<file path="src/rtl/sio_pkg.sv">
package sio_pkg;
  localparam int DW = 32;

  localparam int IX_LINE = 0;
  localparam int IX_STAT = 1;
  localparam int IX_IEN  = 2;
  localparam int IX_IFLG = 3;
  localparam int IX_FCTL = 4;
  localparam int IX_BAUD = 5;
  localparam int IX_TXD  = 8;
  localparam int IX_RXD  = 12;

  localparam logic [DW-1:0] MSK_LINE = 32'hE17F_0000;
  localparam logic [DW-1:0] MSK_IEN  = 32'h000F_0000;
  localparam logic [DW-1:0] MSK_IFLG = 32'h0007_0000;
  localparam logic [DW-1:0] MSK_FCTL = 32'h001F_0000;
  localparam logic [DW-1:0] MSK_BAUD = 32'h03FF_0000;

  localparam logic [DW-1:0] RST_LINE = 32'h4000_0000;
  localparam logic [DW-1:0] RST_BAUD = 32'h03FF_0000;

  localparam int B_RXRDY = 16;
  localparam int B_TXEMP = 17;
  localparam int B_RXOVR = 16;
  localparam int B_TXOVF = 17;
  localparam int B_FLEN  = 16;
  localparam int B_FLRX  = 17;
  localparam int B_FLTX  = 18;

  function automatic logic [DW-1:0] lane_bits(input logic [DW/8-1:0] be);
    logic [DW-1:0] m;
    for (int i = 0; i < DW/8; i++) m[8*i +: 8] = {8{be[i]}};
    return m;
  endfunction
endpackage

</file>
<file path="src/rtl/sio_byte_fifo.sv">
module sio_byte_fifo #(
  parameter int DEPTH = 16,
  parameter int W     = 8
) (
  input  logic                         clk,
  input  logic                         rst,
  input  logic                         clr,
  input  logic                         push,
  input  logic [W-1:0]                 din,
  input  logic                         pop,
  output logic [W-1:0]                 dout,
  output logic [$clog2(DEPTH+1)-1:0]   count,
  output logic                         empty,
  output logic                         full
);
  localparam int AW = (DEPTH > 1) ? $clog2(DEPTH) : 1;
  localparam int CW = $clog2(DEPTH+1);

  logic [W-1:0]  mem [DEPTH];
  logic [AW-1:0] wr_ptr, rd_ptr;
  logic          take, give;

  assign empty = (count == '0);
  assign full  = (count == CW'(DEPTH));
  assign take  = push && !full;
  assign give  = pop && !empty;
  assign dout  = mem[rd_ptr];

  function automatic logic [AW-1:0] bump(input logic [AW-1:0] p);
    return (p == AW'(DEPTH-1)) ? '0 : p + AW'(1);
  endfunction

  always_ff @(posedge clk) begin
    if (take && !clr) mem[wr_ptr] <= din;
  end

  always_ff @(posedge clk) begin
    if (rst || clr) begin
      wr_ptr <= '0;
      rd_ptr <= '0;
      count  <= '0;
    end else begin
      if (take) wr_ptr <= bump(wr_ptr);
      if (give) rd_ptr <= bump(rd_ptr);
      count <= count + CW'(take) - CW'(give);
    end
  end

  a_r10_no_overflow: assert property (@(posedge clk) disable iff (rst)
    (push && full && !pop && !clr) |=> (count == $past(count)));
  a_r10_bounded: assert property (@(posedge clk) disable iff (rst)
    count <= CW'(DEPTH));
  a_r7_flush_empties: assert property (@(posedge clk) disable iff (rst)
    clr |=> empty);
endmodule

</file>
<file path="src/rtl/sio_ctrl_regs.sv">
module sio_ctrl_regs
  import sio_pkg::*;
#(
  parameter int IDX_W = 4
) (
  input  logic             clk,
  input  logic             rst,
  input  logic             wr_en,
  input  logic [IDX_W-1:0] idx,
  input  logic [DW/8-1:0]  be,
  input  logic [DW-1:0]    wdata,
  input  logic             rx_nonempty,
  input  logic             tx_empty,
  input  logic             rx_drop,
  input  logic             tx_drop,
  output logic [DW-1:0]    line_q,
  output logic [DW-1:0]    stat_q,
  output logic [DW-1:0]    ien_q,
  output logic [DW-1:0]    iflg_q,
  output logic [DW-1:0]    fctl_q,
  output logic [DW-1:0]    baud_q,
  output logic             rx_flush,
  output logic             tx_flush,
  output logic             irq
);
  logic [DW-1:0] lm;
  logic [DW-1:0] line_d, stat_d, ien_d, iflg_d, fctl_d, baud_d;
  logic          irq_d;
  logic          wr_fctl;

  assign lm      = lane_bits(be);
  assign wr_fctl = wr_en && (idx == IDX_W'(IX_FCTL));

  always_comb begin
    line_d = line_q;
    stat_d = stat_q;
    ien_d  = ien_q;
    iflg_d = iflg_q;
    fctl_d = fctl_q;
    baud_d = baud_q;
    if (wr_en) begin
      if (idx == IDX_W'(IX_LINE)) line_d = MSK_LINE & ((line_q & ~lm) | (wdata & lm));
      if (idx == IDX_W'(IX_IEN))  ien_d  = MSK_IEN  & ((ien_q  & ~lm) | (wdata & lm));
      if (idx == IDX_W'(IX_IFLG)) iflg_d = MSK_IFLG & ((iflg_q & ~lm) | (iflg_q & wdata & lm));
      if (idx == IDX_W'(IX_FCTL)) fctl_d = MSK_FCTL & ((fctl_q & ~lm) | (wdata & lm));
      if (idx == IDX_W'(IX_BAUD)) baud_d = MSK_BAUD & ((baud_q & ~lm) | (wdata & lm));
    end
    if (rx_nonempty) iflg_d[B_RXRDY] = 1'b1;
    if (tx_empty)    iflg_d[B_TXEMP] = 1'b1;
    if (rx_drop)     stat_d[B_RXOVR] = 1'b1;
    if (tx_drop)     stat_d[B_TXOVF] = 1'b1;
    irq_d = |(iflg_d & ien_d);
  end

  assign rx_flush = wr_fctl && fctl_d[B_FLEN] && fctl_d[B_FLRX];
  assign tx_flush = wr_fctl && fctl_d[B_FLEN] && fctl_d[B_FLTX];

  always_ff @(posedge clk) begin
    if (rst) begin
      line_q <= RST_LINE;
      stat_q <= '0;
      ien_q  <= '0;
      iflg_q <= '0;
      fctl_q <= '0;
      baud_q <= RST_BAUD;
      irq    <= 1'b0;
    end else begin
      line_q <= line_d;
      stat_q <= stat_d;
      ien_q  <= ien_d;
      iflg_q <= iflg_d;
      fctl_q <= fctl_d;
      baud_q <= baud_d;
      irq    <= irq_d;
    end
  end

  a_r6_irq_level: assert property (@(posedge clk) disable iff (rst)
    irq == |(iflg_q & ien_q));
  a_r5_rx_flag: assert property (@(posedge clk) disable iff (rst)
    rx_nonempty |=> iflg_q[B_RXRDY]);
  a_r5_tx_flag: assert property (@(posedge clk) disable iff (rst)
    tx_empty |=> iflg_q[B_TXEMP]);
  a_r4_write_never_sets: assert property (@(posedge clk) disable iff (rst)
    (wr_en && idx == IDX_W'(IX_IFLG) && !rx_nonempty && !tx_empty) |=>
      ((iflg_q & ~$past(iflg_q)) == '0));
  a_r10_status_sticky: assert property (@(posedge clk) disable iff (rst)
    1'b1 |=> ((stat_q & $past(stat_q)) == $past(stat_q)));
endmodule

</file>
<file path="src/rtl/serial_port_csr.sv">
module serial_port_csr
  import sio_pkg::*;
#(
  parameter int FIFO_DEPTH = 16,
  parameter int IDX_W      = 4
) (
  input  logic             clk,
  input  logic             rst,
  input  logic             bus_sel,
  input  logic             bus_we,
  input  logic [IDX_W-1:0] bus_idx,
  input  logic [3:0]       bus_be,
  input  logic [31:0]      bus_wdata,
  output logic [31:0]      bus_rdata,
  output logic [7:0]       tx_data,
  output logic             tx_valid,
  input  logic             tx_ready,
  input  logic [7:0]       rx_data,
  input  logic             rx_valid,
  output logic             irq
);
  localparam int CW = $clog2(FIFO_DEPTH+1);

  logic          wr_en, rd_en;
  logic          tx_push, tx_pop, rx_pop;
  logic          tx_empty, tx_full, rx_empty, rx_full;
  logic [7:0]    rx_head;
  logic [CW-1:0] tx_cnt, rx_cnt;
  logic          rx_flush, tx_flush;
  logic [DW-1:0] line_q, stat_q, ien_q, iflg_q, fctl_q, baud_q;
  logic [DW-1:0] rd_val;

  assign wr_en   = bus_sel && bus_we;
  assign rd_en   = bus_sel && !bus_we;
  assign tx_push = wr_en && (bus_idx == IDX_W'(IX_TXD)) && bus_be[0];
  assign rx_pop  = rd_en && (bus_idx == IDX_W'(IX_RXD)) && bus_be[3];
  assign tx_pop  = tx_ready;
  assign tx_valid = !tx_empty;

  sio_byte_fifo #(.DEPTH(FIFO_DEPTH), .W(8)) u_txq (
    .clk(clk), .rst(rst), .clr(tx_flush),
    .push(tx_push), .din(bus_wdata[7:0]),
    .pop(tx_pop), .dout(tx_data),
    .count(tx_cnt), .empty(tx_empty), .full(tx_full)
  );

  sio_byte_fifo #(.DEPTH(FIFO_DEPTH), .W(8)) u_rxq (
    .clk(clk), .rst(rst), .clr(rx_flush),
    .push(rx_valid), .din(rx_data),
    .pop(rx_pop), .dout(rx_head),
    .count(rx_cnt), .empty(rx_empty), .full(rx_full)
  );

  sio_ctrl_regs #(.IDX_W(IDX_W)) u_regs (
    .clk(clk), .rst(rst),
    .wr_en(wr_en), .idx(bus_idx), .be(bus_be), .wdata(bus_wdata),
    .rx_nonempty(!rx_empty), .tx_empty(tx_empty),
    .rx_drop(rx_valid && rx_full), .tx_drop(tx_push && tx_full),
    .line_q(line_q), .stat_q(stat_q), .ien_q(ien_q), .iflg_q(iflg_q),
    .fctl_q(fctl_q), .baud_q(baud_q),
    .rx_flush(rx_flush), .tx_flush(tx_flush), .irq(irq)
  );

  always_comb begin
    rd_val = '0;
    if      (bus_idx == IDX_W'(IX_LINE)) rd_val = line_q;
    else if (bus_idx == IDX_W'(IX_STAT)) rd_val = stat_q;
    else if (bus_idx == IDX_W'(IX_IEN))  rd_val = ien_q;
    else if (bus_idx == IDX_W'(IX_IFLG)) rd_val = iflg_q;
    else if (bus_idx == IDX_W'(IX_FCTL)) rd_val = fctl_q;
    else if (bus_idx == IDX_W'(IX_BAUD)) rd_val = baud_q;
    else if (bus_idx == IDX_W'(IX_RXD) && bus_be[3] && !rx_empty)
      rd_val = {rx_head, 24'h0};
  end

  always_ff @(posedge clk) begin
    if (rst)        bus_rdata <= '0;
    else if (rd_en) bus_rdata <= rd_val;
  end

  a_r9_single_pop: assert property (@(posedge clk) disable iff (rst)
    (rx_pop && !rx_empty && !rx_valid && !rx_flush) |=> (rx_cnt == $past(rx_cnt) - CW'(1)));
  a_r9_no_pop_without_lane: assert property (@(posedge clk) disable iff (rst)
    (rd_en && !bus_be[3] && !rx_valid && !rx_flush) |=> (rx_cnt == $past(rx_cnt)));
  a_r8_lane_gates_push: assert property (@(posedge clk) disable iff (rst)
    (wr_en && bus_idx == IDX_W'(IX_TXD) && !bus_be[0] && !tx_ready && !tx_flush) |=>
      (tx_cnt == $past(tx_cnt)));
endmodule

</file>
<file path="config.mk">
export PLATFORM = sky130hd
export DESIGN_NAME = serial_port_csr
export DESIGN_NICKNAME = d
export VERILOG_FILES = /design/src/rtl/sio_pkg.sv /design/src/rtl/sio_byte_fifo.sv /design/src/rtl/sio_ctrl_regs.sv /design/src/rtl/serial_port_csr.sv
export SDC_FILE = /design/constraint.sdc
export NUM_CORES = 1
export LEC_CHECK = 0
export BUFFER_PORTS_ARGS = -buffer_cell sky130_fd_sc_hd__buf_2
export CORE_ASPECT_RATIO = 1.2
export CORE_MARGIN = 2
export CORE_UTILIZATION = 30
export DETAILED_ROUTE_END_ITERATION = 10
export GPL_TIMING_DRIVEN = 0
export PLACE_DENSITY = 0.55
export SLEW_MARGIN = 20
export SYNTH_ARGS = -nofsm -noshare
export SYNTH_HDL_FRONTEND = slang
export SYNTH_HIERARCHICAL = 1
export SYNTH_SLANG_ARGS = --single-unit
export TNS_END_PERCENT = 20
</file>
<file path="constraint.sdc">
create_clock -name clk -period 3.8 [get_ports clk]
set_input_delay 0.19 -clock clk [delete_from_list [all_inputs] [get_ports clk]]
set_output_delay 0.19 -clock clk [all_outputs]
set_load 0.05 [all_outputs]
</file>
Yosys cells after proc, flatten, opt, wreduce, memory -nomap -nowiden
Memory sizes are Yosys's and may differ from the RTL's. A register that Yosys moved wholly into a read port is not among the register bits.
Cells that the tools add are included.
Widths: inputs -> output; s select.
- register bits after elaboration: 151
- bits in writable memories: 256
- bits of input ports: 54
- output and inout port bits: 42
- logic and storage cells: 117
- memories: 2
- $add $sub $neg: 8
- equality and inequality tests: 13
- muxes and demuxes: 27
- bitwise gates (word level): 15
- reduce and logical (&&, ||, !) cells: 36
- memory list (name ; depth ; bits a word ; read ports ; clocked after memory_dff ; write ports ; line ; text):
    u_rxq.mem ; 16 ; 8 ; 1 ; 1 ; 1 ; sio_byte_fifo.sv:19 ; logic [W-1:0] mem [DEPTH];
    u_txq.mem ; 16 ; 8 ; 1 ; 1 ; 1 ; sio_byte_fifo.sv:19 ;
- operator list (kind ; number):
    $mux 32 ; 11
    $and 32x32->32 ; 3
    $and 19x19->19 ; 3
    $mux 19 ; 2
    $mux 4 ; 8
    $not 32->32 ; 1
    $or 32x32->32 ; 1
    $reduce_or 32->1 ; 1
    $and 26x26->26 ; 1
    $or 26x26->26 ; 1
    $eq 4x4->1 const B ; 6
    $and 21x21->21 ; 1
    $or 21x21->21 ; 1
    $and 20x20->20 ; 1
    $logic_and 1x1->1 ; 20
    $or 20x20->20 ; 1
    $or 19x19->19 ; 1
    $add 4x1->4 const B ; 4
    $add 5x1->5 ; 2
    $eq 5x5->1 const B ; 2
    $logic_not 5->1 ; 2
    $sub 5x1->5 ; 2
    $eq 4x2->1 const B ; 2
    $eq 4x3->1 const B ; 2
    other kinds (6) ; 20

Depth between registers and ports, before layout
- depth after elaboration: 11
- mapped depth: 15
- gate-level depth less buffers: 13

By module
The synthesis kept the hierarchy.
- by module, submodules not included (module ; times used ; cells each ; area each (um2) ; seq. area each (um2)):
    sio_byte_fifo ; 2 ; 309 ; 5835.6 ; 4184.0
    sio_ctrl_regs ; 1 ; 403 ; 3927.5 ; 1861.8
    serial_port_csr ; 1 ; 443 ; 3213.1 ; 640.6

Least setup slack after synthesis
No wires, ideal clock.
- path type: input to register
- start point: in bus_idx[3]
- end point: reg u_txq.count[4]
- library setup time: 70 ps
- data arrival time: 3063 ps
- data required time: 3730 ps
- slack: 667 ps
- stages: 13
- buffers on the path: 2
- cell sequence: clkbuf_1 -> clkbuf_1 -> nand3_1 -> nor4_1 -> nand2_2 -> ha_1 -> inv_1 -> ha_1 -> fa_1 -> a21oi_1 -> nor2_1 -> or3_1 -> a21oi_1
- longest elaborated chain between the ends: 6
- elaborated cells between the ends (all ways): 13
- classes of those cells: add/sub: 2; eq/ne: 2; mux: 2; reduce/logical: 7
- ends and longest elaborated chain (element ; line ; text):
    start: declaration ; serial_port_csr.sv:11 ; input logic [IDX_W-1:0] bus_idx,
    $eq 4x4->1 ; serial_port_csr.sv:35 ; assign tx_push = wr_en && (bus_idx == IDX_W'(IX_TXD)) && bus_be[0];
    $logic_and 1x1->1 (2 in a row) ; serial_port_csr.sv:35 ;
    net tx_push ; serial_port_csr.sv:25 ; logic tx_push, tx_pop, rx_pop;
    $logic_and 1x1->1 ; sio_byte_fifo.sv:25 ; assign take = push && !full;
    $add 5x1->5 ; sio_byte_fifo.sv:45 ; count <= count + CW'(take) - CW'(give);
    $sub 5x1->5 ; sio_byte_fifo.sv:45 ;
    end signal: assignment ; sio_byte_fifo.sv:45 ;
    end: declaration ; sio_byte_fifo.sv:12 ; output logic [$clog2(DEPTH+1)-1:0] count,
The timed path passes the listed nets, and every way through them passes these cells.
A chain may end at the register's enable or synchronous reset.

Worst setup path in the final report
Same ends and word-level chain as after synthesis.

==> metrics.txt <==
Yosys top cell area share 40.9%; residual DRC count 0; ys flop type edfxtp_1; # rows 100; Setup crit end kind register; status complete, no violations; Gate Count Post-Synth 1464; drt initial violations 885; DP HPWL 33.9 mm; CTS Hold Buffers Added 25; Final setup viols 0; Synth area leader edfxtp_1; worst-margin pin slew 0.850 ns; Slew Limit Fails 0; Hold Crit Class in -> reg; I/O Pins 96; layout overhead on the synthesized area 19.3%; CP startpoint kind input port; DIE AREA 0.0647 mm2; RR Startpoint u_rxq/count[2]; ratio of cells with drive above 1 in the final layout 20.3%; syn_area_per_cell 12.8 um2; number of global-route vias before repair 12100; Clock Sinks 415; Post-synth ARST share 0%; Tcrit/Tclk final 90.0%; IO Port Bufs 82; clk_lat worst skew 0.59 ns; Slew HR 42.6%; crit path capture u_txq/count[4]; RD Place Congestion 0.826; Net count, final 1795; Post-synth EDFFs 256; clock-pin slew on the worst setup and hold paths 0.06 ns; Num CTS Buffers 45; Fmax 0.292 GHz; wire per inst 18.6 um; synth unique cells 69; H-tree levels 2; Worst IR Drop VDD 289 uV; Worst Path Arrival 3.92 ns; Worst Setup SP bus_idx[3]; global-route usage over all layers 14.7%; min cycle time layout 3.42 ns; LEAKAGE 8.22 nW; flops & latches, synth 415; Via-to-Cell Ratio 4.70; CP Max Fanout 10; # Max-Cap Violations 0; post_cts resized 0; RSZ-0062 raised after global routing no; clk_skew 0.0300 ns; post-route ant nets 0; DR vias 12100; clk buf depth 3; fill count 6111; postcts setup bufs 0; Final Core Density 36.2%; setup TNS 0 ns; Area contributors post-synth edfxtp_1 (41%), dfxtp_1 (17%), mux4_2 (4.3%), buf_4 (4.1%), mux4_1 (3.9%); largest net degree at the start of global routing 17; Die Height 278 um; initial antenna violation count 1; Setup CP Type in -> reg; CORE AREA 0.0621 mm2; 1st-pass router iterations 5; reg2reg setup slack 0.77 ns; initial core utilization 30.3%; Critical Path RT 4.30 ns; Ys Warns 6; Synth Cell Area 0.0188 mm2; CTS tree built; Fin. Hold Viols 0; WHS 0.0233 ns; Die W 233 um; clk root buf clkbuf_16; Pwr Density 500 mW/mm2; R2R depth 13; sequential share of the synthesized area 57.8%; reg2reg end u_rxq/count[4]; final wirelength 47.7 mm; global route overflow 0; first-pass GRT wire length 72.4 mm
[worst min-delay path by stage]
stage / start / end / slack [ns] / cells past startpoint
6_report: rx_data[5] / u_rxq/mem[9][5] / 0.02 / 1
5_1_grt: rx_data[5] / u_rxq/mem[8][5] / 0.007 / 1
4_1_cts: rx_data[5] / u_rxq/mem[9][5] / 0.0007 / 1
3_5_place_dp: bus_wdata[23] / register / 0.41 / 2
3_3_place_gp: bus_wdata[23] / register / 0.42 / 2
2_1_floorplan: rx_data[0] / u_rxq/mem[0][0] / 0.29 / 0
[per-stage QoR]
| step | cells | power, mW | cell area [um2] | worst slack, ns |
|---|---|---|---|---|
| global route | 2568 | 11.7 | 22400 | 0.162 |
| global placement | 2461 | 6.59 | 20600 | -0.469 |
| floorplan | 1563 | 6.19 | 19200 | 0.667 |
| finish | 2569 | 11.2 | 22400 | 0.381 |
| detailed placement | 2461 | 6.62 | 20600 | -0.160 |
| CTS | 2568 | 11.3 | 22400 | 0.433 |
[kinds of logic after synthesis]
group	count (synthesis)	synth area share, %
AOI/OAI and AO/OA	271	9.82
DFF	415	57.8
muxes	104	10.3
and+or+nand+nor	409	12.4
other	1	0.0199
buffers and inverters	230	7.45
adders and majority gates	24	1.68
xor gates and xnor gates	10	0.466
[flip-flops by register name, indices dropped and copies added, names as in the netlist, 5 cells and up, named ones only]
name / cells
u_rxq/mem: 128
u_txq/mem: 128
bus_rdata: 32
u_regs/ien_q: 32
u_regs/iflg_q: 32
u_rxq/count: 5
u_txq/count: 5
[routing by layer]
| metal | part of all wire [%] | wire [um] | global-route usage (%) |
|---|---|---|---|
| met5 | 0.034 | 16 | 0 |
| met1 | 43 | 20600 | 18.8 |
| met4 | 3.1 | 1460 | 4.98 |
| met3 | 4.8 | 2290 | 2.60 |
| met2 | 49 | 23300 | 24.9 |
[critical path: stages]
cell	delay, ns
buf_2	0.18
clkbuf_1	0.35
clkbuf_1	0.41
nand3_1	0.18
nor4_2	0.60
nand2_2	0.25
ha_1	0.35
inv_1	0.04
ha_1	0.20
fa_1	0.44
a21oi_1	0.16
nor2_1	0.06
or3_1	0.34
a21oi_1	0.15
[final cells by class]
type                       count  area (um2)  area share (%)
clock buffer                  55        1210            5.41
clock inverter                27         358            1.59
timing repair buffer         107         661            2.94
tap                          816        1020            4.55
antenna                        1        2.50          0.0111
sequential                   415       10900            48.4
multi-input combinational    918        6920            30.8
inverter                      42         158           0.702
buffer                       188        1240            5.54
[synth_stat cells, types with 6 or more instances]
master,instances
edfxtp_1,256
dfxtp_1,159
buf_4,103
and2_1,94
nand2_1,63
a21oi_1,61
nor2_1,49
a22oi_1,45
nand3_1,45
nor2b_1,43
o21ai_0,43
inv_1,42
mux2i_1,40
o211ai_1,40
clkbuf_1,39
mux4_2,36
nand2b_1,35
mux4_1,28
buf_2,25
ha_1,22
o22ai_1,14
nor3b_1,13
a31oi_1,11
buf_6,11
nand4b_1,11
a211o_1,9
o311ai_0,9
a221o_1,8
or3_1,8
clkdlybuf4s25_2,6
nor3_1,6
nor4_1,6
xor2_1,6
[layout by cell type (no fill, tap or decap), drive strengths merged, types with 8 or more instances in the layout]
cell and n:
dfxtp 159, nor3b 14, ha 22, a211o 9, a221o 8, o22ai 14
clkbuf 94, and2 94, buf 225, or3 8, edfxtp 256, nand4b 11
clkinv 12, a21oi 64, mux2i 40, nor2b 43, nor2 51, o21ai 44
a31oi 11, conb 100, bufinv 8, inv 46, mux4 64, dlygate4sd3 25
o311ai 11, nand3 45, o211ai 44, nand2b 35, a22oi 46, nand2 65
[power breakdown]
part           internal (mW)  switching [mW]
Sequential              4.89          0.0686
Clock                   2.82            1.85
Combinational          0.664           0.928
Power figures use the tool's default switching activity.
